==> config.mk <==
export PLATFORM = sky130hd
export DESIGN_NAME = uart_mp
export DESIGN_NICKNAME = d
export VERILOG_FILES = /design/src/rtl/uart_mp_pkg.sv /design/src/rtl/uart_mp_tx.sv /design/src/rtl/uart_mp_rx.sv /design/src/rtl/uart_mp_match.sv /design/src/rtl/uart_mp.sv
export SDC_FILE = /design/constraint.sdc
export NUM_CORES = 1
export LEC_CHECK = 0
export BUFFER_PORTS_ARGS = -buffer_cell sky130_fd_sc_hd__buf_2
export CELL_PAD_IN_SITES_DETAIL_PLACEMENT = 1
export CELL_PAD_IN_SITES_GLOBAL_PLACEMENT = 1
export CORE_MARGIN = 2
export CORE_UTILIZATION = 35
export CTS_CLUSTER_SIZE = 12
export DETAILED_ROUTE_END_ITERATION = 8
export PLACE_DENSITY = 0.67
export SYNTH_ARGS = -nofsm -noshare
export SYNTH_HDL_FRONTEND = slang
export SYNTH_SLANG_ARGS = --single-unit
==> constraint.sdc <==
create_clock -name clk -period 1.6 [get_ports clk]
set_input_delay 0.24 -clock clk [delete_from_list [all_inputs] [get_ports clk]]
set_output_delay 0.24 -clock clk [all_outputs]
set_load 0.02 [all_outputs]
==> src/rtl/uart_mp_pkg.sv <==
package uart_mp_pkg;
  localparam int DATA_W = 8;

  typedef enum logic [1:0] {
    A_CTRL  = 2'd0,
    A_DATA  = 2'd1,
    A_GIVEN = 2'd2,
    A_MASK  = 2'd3
  } reg_addr_e;

  // control/status bit positions
  localparam int C_RXDONE = 0;
  localparam int C_TXDONE = 1;
  localparam int C_RX9    = 2;
  localparam int C_TX9    = 3;
  localparam int C_RXEN   = 4;
  localparam int C_MPEN   = 5;
  localparam int C_NINE   = 6;
  localparam int C_FERR   = 7;
endpackage

==> src/rtl/uart_mp_tx.sv <==
module uart_mp_tx #(
  parameter int DW  = 8,
  parameter int OSR = 16
) (
  input  logic          clk,
  input  logic          rst_n,
  input  logic          tick,
  input  logic          load,
  input  logic [DW-1:0] data,
  input  logic          bit9,
  input  logic          nine,
  output logic          busy,
  output logic          txd,
  output logic          done
);
  localparam int SW = $clog2(OSR);
  localparam int BW = $clog2(DW + 3);

  logic [SW-1:0] sub;
  logic [BW-1:0] bcnt;
  logic [BW-1:0] last;
  logic [DW+1:0] sh;

  always_ff @(posedge clk) begin
    if (!rst_n) begin
      busy <= 1'b0;
      txd  <= 1'b1;
      done <= 1'b0;
      sub  <= '0;
      bcnt <= '0;
      last <= '0;
      sh   <= '1;
    end else begin
      done <= 1'b0;
      if (!busy && load) begin
        busy <= 1'b1;
        txd  <= 1'b0;
        sub  <= '0;
        bcnt <= '0;
        sh   <= {1'b1, (nine ? bit9 : 1'b1), data};
        last <= nine ? BW'(DW + 2) : BW'(DW + 1);
      end else if (busy && tick) begin
        if (sub == SW'(OSR - 1)) begin
          sub <= '0;
          if (bcnt == last) begin
            busy <= 1'b0;
            txd  <= 1'b1;
            done <= 1'b1;
          end else begin
            bcnt <= bcnt + 1'b1;
            txd  <= sh[0];
            sh   <= {1'b1, sh[DW+1:1]};
          end
        end else begin
          sub <= sub + 1'b1;
        end
      end
    end
  end
endmodule

==> src/rtl/uart_mp_rx.sv <==
module uart_mp_rx #(
  parameter int DW  = 8,
  parameter int OSR = 16
) (
  input  logic          clk,
  input  logic          rst_n,
  input  logic          tick,
  input  logic          en,
  input  logic          nine,
  input  logic          rxd,
  output logic          done,
  output logic [DW-1:0] data_o,
  output logic          bit9_o,
  output logic          ferr_o
);
  localparam int SW  = $clog2(OSR);
  localparam int BW  = $clog2(DW + 3);
  localparam int MID = OSR / 2;

  logic [1:0]    sync;
  logic          rxs;
  logic          active;
  logic          nine_q;
  logic [SW-1:0] sub;
  logic [BW-1:0] bcnt;
  logic [BW-1:0] last;
  logic [1:0]    samp;
  logic [DW-1:0] dsh;
  logic          ninth;
  logic          vote;

  assign rxs  = sync[1];
  assign vote = (samp[1] & samp[0]) | (samp[1] & rxs) | (samp[0] & rxs);

  always_ff @(posedge clk) begin
    if (!rst_n) begin
      sync   <= 2'b11;
      active <= 1'b0;
      nine_q <= 1'b0;
      sub    <= '0;
      bcnt   <= '0;
      last   <= '0;
      samp   <= 2'b11;
      dsh    <= '0;
      ninth  <= 1'b0;
      done   <= 1'b0;
      data_o <= '0;
      bit9_o <= 1'b0;
      ferr_o <= 1'b0;
    end else begin
      done <= 1'b0;
      sync <= {sync[0], rxd};
      if (!active) begin
        if (tick && en && !rxs) begin
          active <= 1'b1;
          sub    <= '0;
          bcnt   <= '0;
          nine_q <= nine;
          last   <= nine ? BW'(DW + 2) : BW'(DW + 1);
        end
      end else if (tick) begin
        if (sub == SW'(OSR - 1)) begin
          sub  <= '0;
          bcnt <= bcnt + 1'b1;
        end else begin
          sub <= sub + 1'b1;
        end
        if (sub == SW'(MID - 1) || sub == SW'(MID))
          samp <= {samp[0], rxs};
        if (sub == SW'(MID + 1)) begin
          if (bcnt == '0) begin
            if (vote) active <= 1'b0;          // false start
          end else if (bcnt == last) begin
            active <= 1'b0;
            done   <= 1'b1;
            ferr_o <= !vote;
            bit9_o <= nine_q ? ninth : vote;
            data_o <= dsh;
          end else if (bcnt <= BW'(DW)) begin
            dsh <= {vote, dsh[DW-1:1]};
          end else begin
            ninth <= vote;
          end
        end
      end
    end
  end
endmodule

==> src/rtl/uart_mp_match.sv <==
module uart_mp_match #(
  parameter int DW = 8
) (
  input  logic [DW-1:0] rx,
  input  logic [DW-1:0] given,
  input  logic [DW-1:0] mask,
  output logic          hit
);
  logic [DW-1:0] bcast;
  logic          own_hit;
  logic          bcast_hit;

  assign bcast     = given | mask;
  assign own_hit   = ((rx & mask) == (given & mask));
  assign bcast_hit = ((rx & bcast) == bcast);
  assign hit       = own_hit | bcast_hit;
endmodule

==> src/rtl/uart_mp.sv <==
module uart_mp
  import uart_mp_pkg::*;
#(
  parameter int OSR = 16
) (
  input  logic       clk,
  input  logic       rst_n,
  input  logic       baud_tick,
  input  logic       reg_wr,
  input  logic [1:0] reg_addr,
  input  logic [7:0] reg_wdata,
  output logic [7:0] reg_rdata,
  input  logic       rxd,
  output logic       txd,
  output logic       irq
);
  logic [DATA_W-1:0] ctrl;
  logic [DATA_W-1:0] given_q;
  logic [DATA_W-1:0] mask_q;
  logic [DATA_W-1:0] rx_buf;

  logic wr_ctrl, wr_data, wr_given, wr_mask;
  logic tx_busy, tx_done;
  logic rx_done, rx_b9, rx_ferr;
  logic [DATA_W-1:0] rx_data;
  logic hit, mp_on, accept;

  assign wr_ctrl  = reg_wr && (reg_addr == A_CTRL);
  assign wr_data  = reg_wr && (reg_addr == A_DATA);
  assign wr_given = reg_wr && (reg_addr == A_GIVEN);
  assign wr_mask  = reg_wr && (reg_addr == A_MASK);

  uart_mp_tx #(.DW(DATA_W), .OSR(OSR)) u_tx (
    .clk  (clk),
    .rst_n(rst_n),
    .tick (baud_tick),
    .load (wr_data),
    .data (reg_wdata),
    .bit9 (ctrl[C_TX9]),
    .nine (ctrl[C_NINE]),
    .busy (tx_busy),
    .txd  (txd),
    .done (tx_done)
  );

  uart_mp_rx #(.DW(DATA_W), .OSR(OSR)) u_rx (
    .clk   (clk),
    .rst_n (rst_n),
    .tick  (baud_tick),
    .en    (ctrl[C_RXEN]),
    .nine  (ctrl[C_NINE]),
    .rxd   (rxd),
    .done  (rx_done),
    .data_o(rx_data),
    .bit9_o(rx_b9),
    .ferr_o(rx_ferr)
  );

  uart_mp_match #(.DW(DATA_W)) u_match (
    .rx   (rx_data),
    .given(given_q),
    .mask (mask_q),
    .hit  (hit)
  );

  assign mp_on  = ctrl[C_MPEN] & ctrl[C_NINE];
  assign accept = rx_done && !ctrl[C_RXDONE] && (!mp_on || (rx_b9 && hit));

  always_ff @(posedge clk) begin
    if (!rst_n) begin
      ctrl    <= '0;
      given_q <= '0;
      mask_q  <= '0;
      rx_buf  <= '0;
    end else begin
      if (wr_ctrl)  ctrl    <= reg_wdata;
      if (wr_given) given_q <= reg_wdata;
      if (wr_mask)  mask_q  <= reg_wdata;
      if (accept) begin
        ctrl[C_RXDONE] <= 1'b1;
        ctrl[C_RX9]    <= rx_b9;
        rx_buf         <= rx_data;
      end
      if (rx_done && rx_ferr) ctrl[C_FERR]   <= 1'b1;
      if (tx_done)            ctrl[C_TXDONE] <= 1'b1;
    end
  end

  always_comb begin
    case (reg_addr)
      A_CTRL:  reg_rdata = ctrl;
      A_DATA:  reg_rdata = rx_buf;
      A_GIVEN: reg_rdata = given_q;
      default: reg_rdata = mask_q;
    endcase
  end

  assign irq = ctrl[C_RXDONE] | ctrl[C_TXDONE];
endmodule

==> results of run 1 <==
-- cells in the mapped netlist (9+ instances only) --
cell type and number:
dfxtp_1 91, mux2i_1 53, nor2b_1 44, nand2_1 33, nor2_1 27, a21oi_1 23, xor2_1 17, clkbuf_1 16
nand4_1 12, nor3b_1 11, o21ai_0 9
-- logic make-up (layout without fill, tap and decap cells) --
| family | after synthesis | in the layout | share of synthesized area (%) |
|---|---|---|---|
| AOI/OAI and AO/OA | 83 | 83 | 11.31 |
| xor gates and xnor gates | 20 | 20 | 3.823 |
| adders and majority gates | 8 | 8 | 2.130 |
| buffers and inverters | 41 | 138 | 5.243 |
| DFF | 91 | 91 | 39.76 |
| muxes | 62 | 62 | 15.84 |
| and+or+nand+nor | 172 | 175 | 21.90 |
-- final cells by class --
cell class | count | area share [%]
multi-input cells | 348 | 45.37
flip-flops and latches | 91 | 30.24
repair buffers | 115 | 15.50
clock buffers | 11 | 4.113
well taps | 172 | 3.502
clock inverters | 4 | 0.7941
inverters | 8 | 0.4887
-- how the worst max path moves through the flow --
| stage | startpoint | endpoint | slack, ns | cells past startpoint |
|---|---|---|---|---|
| final | u_rx.sub[1] | u_rx.data_o[4] | -0.21 | 9 |
| after global routing | u_rx.sub[1] | u_rx.data_o[4] | -0.29 | 9 |
| after CTS | u_rx.sub[1] | u_rx.data_o[4] | -0.22 | 8 |
| after detailed placement | u_rx.bcnt[1] | u_rx.dsh[5] | -0.20 | 5 |
| after global placement | u_rx.bcnt[0] | u_rx.data_o[5] | -0.10 | 8 |
| after floorplan | u_rx.sub[1] | u_rx.data_o[1] | -0.12 | 8 |
-- routing by layer --
layer  GRT usage [%]  share of wire, %  up-vias
li1                -                 -     1888
met1           24.61                44     1954
met2           34.03                51       76
met3           5.019               3.3       18
met4           5.878               1.5        0
met5               0                 0        -
-- state kept, by name, summed over array words and instances, names as in the netlist, 2 cells and up --
| signal | flops |
|---|---|
| u_rx.sync | 2 |
| u_rx.bcnt | 4 |
| rx_buf | 8 |
| mask_q | 8 |
| u_tx.sh | 9 |
| ctrl | 8 |
| given_q | 8 |
| u_tx.sub | 4 |
| u_rx.sub | 4 |
| u_rx.data_o | 8 |
| u_rx.samp | 2 |
| u_rx.last | 3 |
| u_tx.last | 3 |
| u_rx.dsh | 8 |
| u_tx.bcnt | 4 |
-- worst max-delay path, delay by kind of cell, from the launching register on --
kind	cells	cell delay (ns)
buffers and inverters	3	0.37
multiplexers	1	0.22
flip-flops	1	0.32
AND/OR/NAND/NOR	4	0.65
adder cells (fa/ha/maj)	1	0.13
-- metrics by stage --
step	std cells	setup TNS (ns)	area [µm²]
detailed placement	709	-3.736	5270
floorplan	477	-0.7898	4602
global route	749	-5.236	6145
finish	749	-3.036	6145
global placement	709	-1.832	5270
CTS	740	-2.786	5911
-- power groups by stage --
stage / Sequential [mW] / Clock (mW) / Combinational (mW)
2_1_floorplan: 2.37 / 0 / 0.231
3_3_place_gp: 2.38 / 0 / 0.360
3_5_place_dp: 2.38 / 0 / 0.372
4_1_cts: 2.33 / 2.23 / 0.435
5_1_grt: 2.34 / 2.32 / 0.498
6_report: 2.33 / 2.18 / 0.467
-- timing repair --
action	4_1_cts	5_1_grt
buffers inserted	14	8
pin swaps	18	13
endpoints found under the setup margin	40	49
gates cloned	2	2
gates resized for setup	72	34
==> results by group, run 1 <==
Hold path
  – Hold WC Path Type: primary input to flip-flop
  – Hold Path Sink: u_rx.sync[0]
  – Hold path cells: 2
  – HP Start: rxd

Layout
  – Final #Nets: 595
  – Synthesis-to-layout area growth: 34.11%
  – N_diodes: 0
  – Most frequent cells in the layout: 73 x buf_4, 68 x dfxtp_1, 52 x mux2i_1
  – Fillers: 1465
  – Layout cells sized above 1: 37.26%
  – Multi-input gate area: 2788 µm²
  – FF/Latch Area: 1858 µm²
  – Final core occ: 48.30%
  – Commonest non-fill, non-tap cell in the layout: buf_4

Run status
  – Status: complete, but fails checks
  – Violated checks: negative setup slack

Placement
  – RD Place Congestion: 0.8518
  – PortBufs: 24
  – Final HPWL from detailed placement: 9186 µm
  – Worst slack at placement: -0.2047 ns

Clock tree
  – Latest clock arrival within the worst-skew pair: 0.34 ns
  – CTS Hold Bufs: 0
  – CTS H-tree depth: 3
  – CTS tree: done
  – CTS root buf: clkbuf_16
  – CTS sink count: 91
  – Num CTS Buffers: 9
  – Clock edge transition at the registers on the reported setup and hold paths: 0.06 ns
  – CTS Buffer Depth: 2

Drt
  – Initial DRC count: 227
  – ANT nets after route: 0
  – WL final: 14050 µm
  – DRC: 0
  – Via/cell ratio: 5.255
  – Iteration count of the initial detailed-routing pass: 4
  – Wirelength per Cell: 18.76 µm
  – Via count: 3936

Power
  – Power, Total: 4.979 mW
  – Sequential share of power: 46.9%
  – Pleak: 2.534 nW
  – Net Sw Power: 1.164 mW
  – Gate power share: 9.4%
  – Clock power frac: 43.8%
  – Internal power: 3.816 mW
  – PwrDens: 810.4 nW/µm²
  – Sw Share: 23.37%
  – Peak supply drop: 0.4598 mV

Timing
  – Final Cycle Share: 113.4%
  – Max Clk Rate: 0.5511 GHz
  – Hold Violations, Final: 0
  – Tmin final: 1.814 ns
  – RSZ-0062 raised after global routing: true
  – Worst-margin pin slew: 0.4061 ns
  – Skew final: 0.007422 ns
  – Crit path setup slack, layout: -0.2144 ns
  – Final Max Tran Viols: 0
  – Setup Viol. Count Final: 38
  – Min Hold Slack: 0.08537 ns
  – Slew margin rel.: 72.86%

Critical path
  – FF-to-FF End: u_rx.data_o[4]
  – Slowest CP cell: dfxtp_2
  – Reg2Reg Setup Slack: -0.21 ns
  – Reg2reg start: u_rx.sub[1]
  – CP Launch Type: flip-flop
  – Critical path arrival: 2.05 ns
  – Critical Path RT: 1.83 ns
  – Crit-path cells: inv_2 -> ha_4 -> nand3b_4 -> or2_4 -> nor4_4 -> buf_4 -> buf_12 -> mux2i_4 -> nor2b_1
  – CP Max Fanout: 6
  – R2R depth: 9
  – Crit path capture type: flip-flop
  – Critical setup path kind: flip-flop to flip-flop
  – Delay of the slowest critical-path stage: 0.32 ns

Yosys
  – Syn_nets: 499
  – Yosys reg bits: 91
  – Synth area leaders: dfxtp_1 40%, mux2i_1 12%, nor2b_1 6.0%
  – Fraction of registers with async set or reset after synthesis: 0%
  – Synth warnings: 0
  – Synthesized area: 4582 µm²
  – Post-synth EDFFs: 0
  – Post-Syn Area per Cell: 9.606 µm²
  – Area share of the largest cell type after synthesis: 39.76%
  – Ys flop type: dfxtp_1
  – Post-synthesis cell count: 477
  – Synth area leader: dfxtp_1
  – Sequential fraction of the synthesis area: 39.76%
  – Post-synth cell types: 60

Run
  – Max_cap viols: 0

GRT
  – Initial antenna violation count: 0
  – First-pass GRT wire length: 22150 µm
  – GR Util All Layers: 19.88%
  – Vias in the first global route: 4175
  – Largest net degree at the start of global routing: 32
  – Grt total ovfl: 0

Floorplanning
  – Die height: 118.4 µm
  – Die Width: 118.4 µm
  – I/O Pins: 25
  – Die area: 14020 µm²
  – Core Region: 12720 µm²
  – Row count: 41
  – Initial Util: 36.01%
Power figures use the tool's default switching activity.
==> run 2: changes to the inputs <==
--- a/config.mk
+++ b/config.mk
@@ -10,3 +10,2 @@
 export CELL_PAD_IN_SITES_GLOBAL_PLACEMENT = 1
-export CORE_MARGIN = 2
 export CORE_UTILIZATION = 35
@@ -15,2 +14,3 @@
 export PLACE_DENSITY = 0.67
+export SKIP_CTS_REPAIR_TIMING = 1
 export SYNTH_ARGS = -nofsm -noshare
==> constraint.sdc (replaced) <==
create_clock -name clk -period 1.6 [get_ports clk]
set_input_delay 0 -clock clk [delete_from_list [all_inputs] [get_ports clk]]
set_output_delay 0 -clock clk [all_outputs]
set_load 0.02 [all_outputs]
==> run 2 against run 1 <==
Effect of this change:
- the flow finishes with violations (negative hold slack, negative setup slack)
- clock skew grew 0.0012 ns
- setup slack lost 0.035 ns
- clock power shrank 4%
- largest power group unchanged
==> results by group, run 2 (synthesis results as in run 1) <==
Run status
  – Status: complete, but fails checks
  – Violated checks: negative hold slack, negative setup slack

Layout
  – Final #Nets: 572 (-3.9%)
  – N_diodes: 0 (unchanged)
  – Most frequent cells in the layout: 75 x dfxtp_1, 58 x buf_4, 52 x mux2i_1
  – Layout cells sized above 1: 31.71% (-5.5 points)
  – Most flop-heavy register: u_tx.sh
  – Design Area, Final: 5838 µm² (-5.0%)
  – Synthesis-to-layout area growth: 27.42%
  – Final core occ: 46.07% (-2.2 points)
  – Commonest non-fill, non-tap cell in the layout: dfxtp_1
  – Non-filler instance count after layout: 727 (-2.9%)
  – Max reg flops: 9 (unchanged)

Power
  – Gate power share: 8.4% (-1.0 points)
  – Net Sw Power: 1.147 mW (-1.4%)
  – Sequential share of power: 48.2% (+1.3 points)
  – Pleak: 2.373 nW (-6.4%)
  – Clock power frac: 43.4% (-0.4 points)
  – Sw Share: 23.69% (+0.32 points)
  – Peak supply drop: 0.5151 mV (+12%)
  – Internal power: 3.696 mW (-3.1%)
  – Power, Total: 4.843 mW (-2.7%)
  – PwrDens: 829.5 nW/µm² (+2.4%)

Drt
  – WL final: 12890 µm (-8.3%)
  – DR WL met2: 6383 µm (-11%)
  – Max layer used: met4
  – Via/cell ratio: 5.230 (-0.48%)
  – Iteration count of the initial detailed-routing pass: 4 (unchanged)
  – Wirelength per Cell: 17.72 µm (-5.5%)
  – Via count: 3802 (-3.4%)
  – DRC: 0 (unchanged)
  – ANT nets after route: 0 (unchanged)
  – Met1 WL: 5889 µm (-4.9%)
  – Initial DRC count: 195 (-14%)
  – Met3 wire length: 411 µm (-11%)

Critical path
  – CP Launch Type: flip-flop
  – CP Max Fanout: 6 (unchanged)
  – Crit path capture type: flip-flop
  – Critical setup path kind: flip-flop to flip-flop
  – Critical path arrival: 2.09 ns (+0.04 ns)
  – Critical Path RT: 1.84 ns (about the same)

Timing
  – Tmin final: 1.850 ns (+0.03528 ns)
  – Min Hold Slack: -0.01248 ns (-0.09785 ns)
  – RSZ-0062 raised after global routing: true
  – Hold Violations, Final: 2 (+2)
  – Final Cycle Share: 115.6% (+2.2 points)
  – Skew final: 0.008636 ns (+0.001214 ns)
  – Final Max Tran Viols: 0 (unchanged)
  – Setup TNS after final layout: -2.633 ns (+0.4028 ns)
  – Setup Viol. Count Final: 27 (-29%)
  – Worst-margin pin slew: 0.5048 ns (+0.09874 ns)
  – Crit path setup slack, layout: -0.2497 ns (-0.03528 ns)
  – Slew margin rel.: 65.89% (-7.0 points)
  – Max Clk Rate: 0.5406 GHz (-1.9%)

Placement
  – Worst slack at placement: -0.2049 ns (-0.0001930 ns)
  – Final HPWL from detailed placement: 8972 µm (-2.3%)
  – RD Place Congestion: 0.8264 (-3.0%)
  – PortBufs: 24 (unchanged)
  – Placed cell areas: 5180 µm² (-1.7%)
  – Placed cells: 697 (-1.7%)

GRT
  – First-pass GRT wire length: 19720 µm (-11%)
  – Vias in the first global route: 3795 (-9.1%)
  – Grt total ovfl: 0 (unchanged)
  – GR Util All Layers: 19.24% (-0.64 points)
  – Initial antenna violation count: 0 (unchanged)
  – Largest net degree at the start of global routing: 53 (+66%)

Floorplanning
  – Die Width: 116.4 µm (-1.7%)
  – Core Region: 12670 µm² (-0.40%)
  – I/O Pins: 25 (unchanged)
  – Die area: 13550 µm² (-3.3%)
  – Row count: 41 (unchanged)
  – Initial Util: 36.16% (+0.15 points)
  – Die height: 116.4 µm (-1.7%)

Clock tree
  – Latest clock arrival within the worst-skew pair: 0.35 ns (about the same)
  – Num CTS Buffers: 9 (unchanged)
  – CTS H-tree depth: 3 (unchanged)
  – CTS sink count: 91 (unchanged)
  – CTS Buffer Depth: 2 (unchanged)
  – CTS tree: done
  – CTS root buf: clkbuf_16
  – Clock edge transition at the registers on the reported setup and hold paths: 0.06 ns (about the same)

Hold path
  – Hold WC Path Type: primary input to flip-flop

Run
  – Max_cap viols: 0 (unchanged)
run 2: cell count changes in the layout (fill, tap and decap cells not counted), sizes merged:
cell / before / now
clkinv: 2 / 4
dlygate4sd3: 0 / 5
buf: 114 / 86
inv: 9 / 8
run 2: final cells by class:
class	instances	area, µm²
inverters	8	35.03
repair buffers	92	693.2
clock inverters	5	53.80
multi-input cells	348	2759
well taps	172	215.2
fillers	1454	6833
clock buffers	11	232.7
flip-flops and latches	91	1849
run 2: critical path, stage by stage, from the launching register on:
cell and delay, ns:
dfxtp_4 0.38, inv_4 0.04, ha_4 0.17, nor3_4 0.20, a21oi_2 0.07, nor4_4 0.27
buf_4 0.18, clkbuf_16 0.15, mux2i_1 0.20, nor2b_1 0.07
run 2: path summary, 6_finish.rpt:
| check | cells past startpoint | end | slack [ns] | startpoint |
|---|---|---|---|---|
| hold reg to reg | 1 | u_rx.sync[1] | 0.42 | u_rx.sync[0] |
| setup / recovery | 9 | u_rx.data_o[4] | -0.25 | u_rx.bcnt[1] |
| hold / removal | 3 | ctrl[3] | -0.01 | reg_wdata[3] |
| setup reg to reg | 9 | u_rx.data_o[4] | -0.25 | u_rx.bcnt[1] |
run 2: power by group through the flow:
stage               Combinational, mW  Clock [mW]  Sequential [mW]
floorplan                       0.231           0             2.37
global placement                0.344           0             2.38
detailed placement              0.353           0             2.38
CTS                             0.355        2.16             2.33
global route                    0.442        2.24             2.34
finish                          0.409        2.10             2.33
run 2: metal layers:
| layer | up-vias | track usage, % |
|---|---|---|
| met1 | 1890 | 24.63 |
| li1 | 1837 | - |
| met3 | 16 | 4.930 |
| met2 | 59 | 31.79 |
| met4 | 0 | 5.726 |
| met5 | - | 0 |
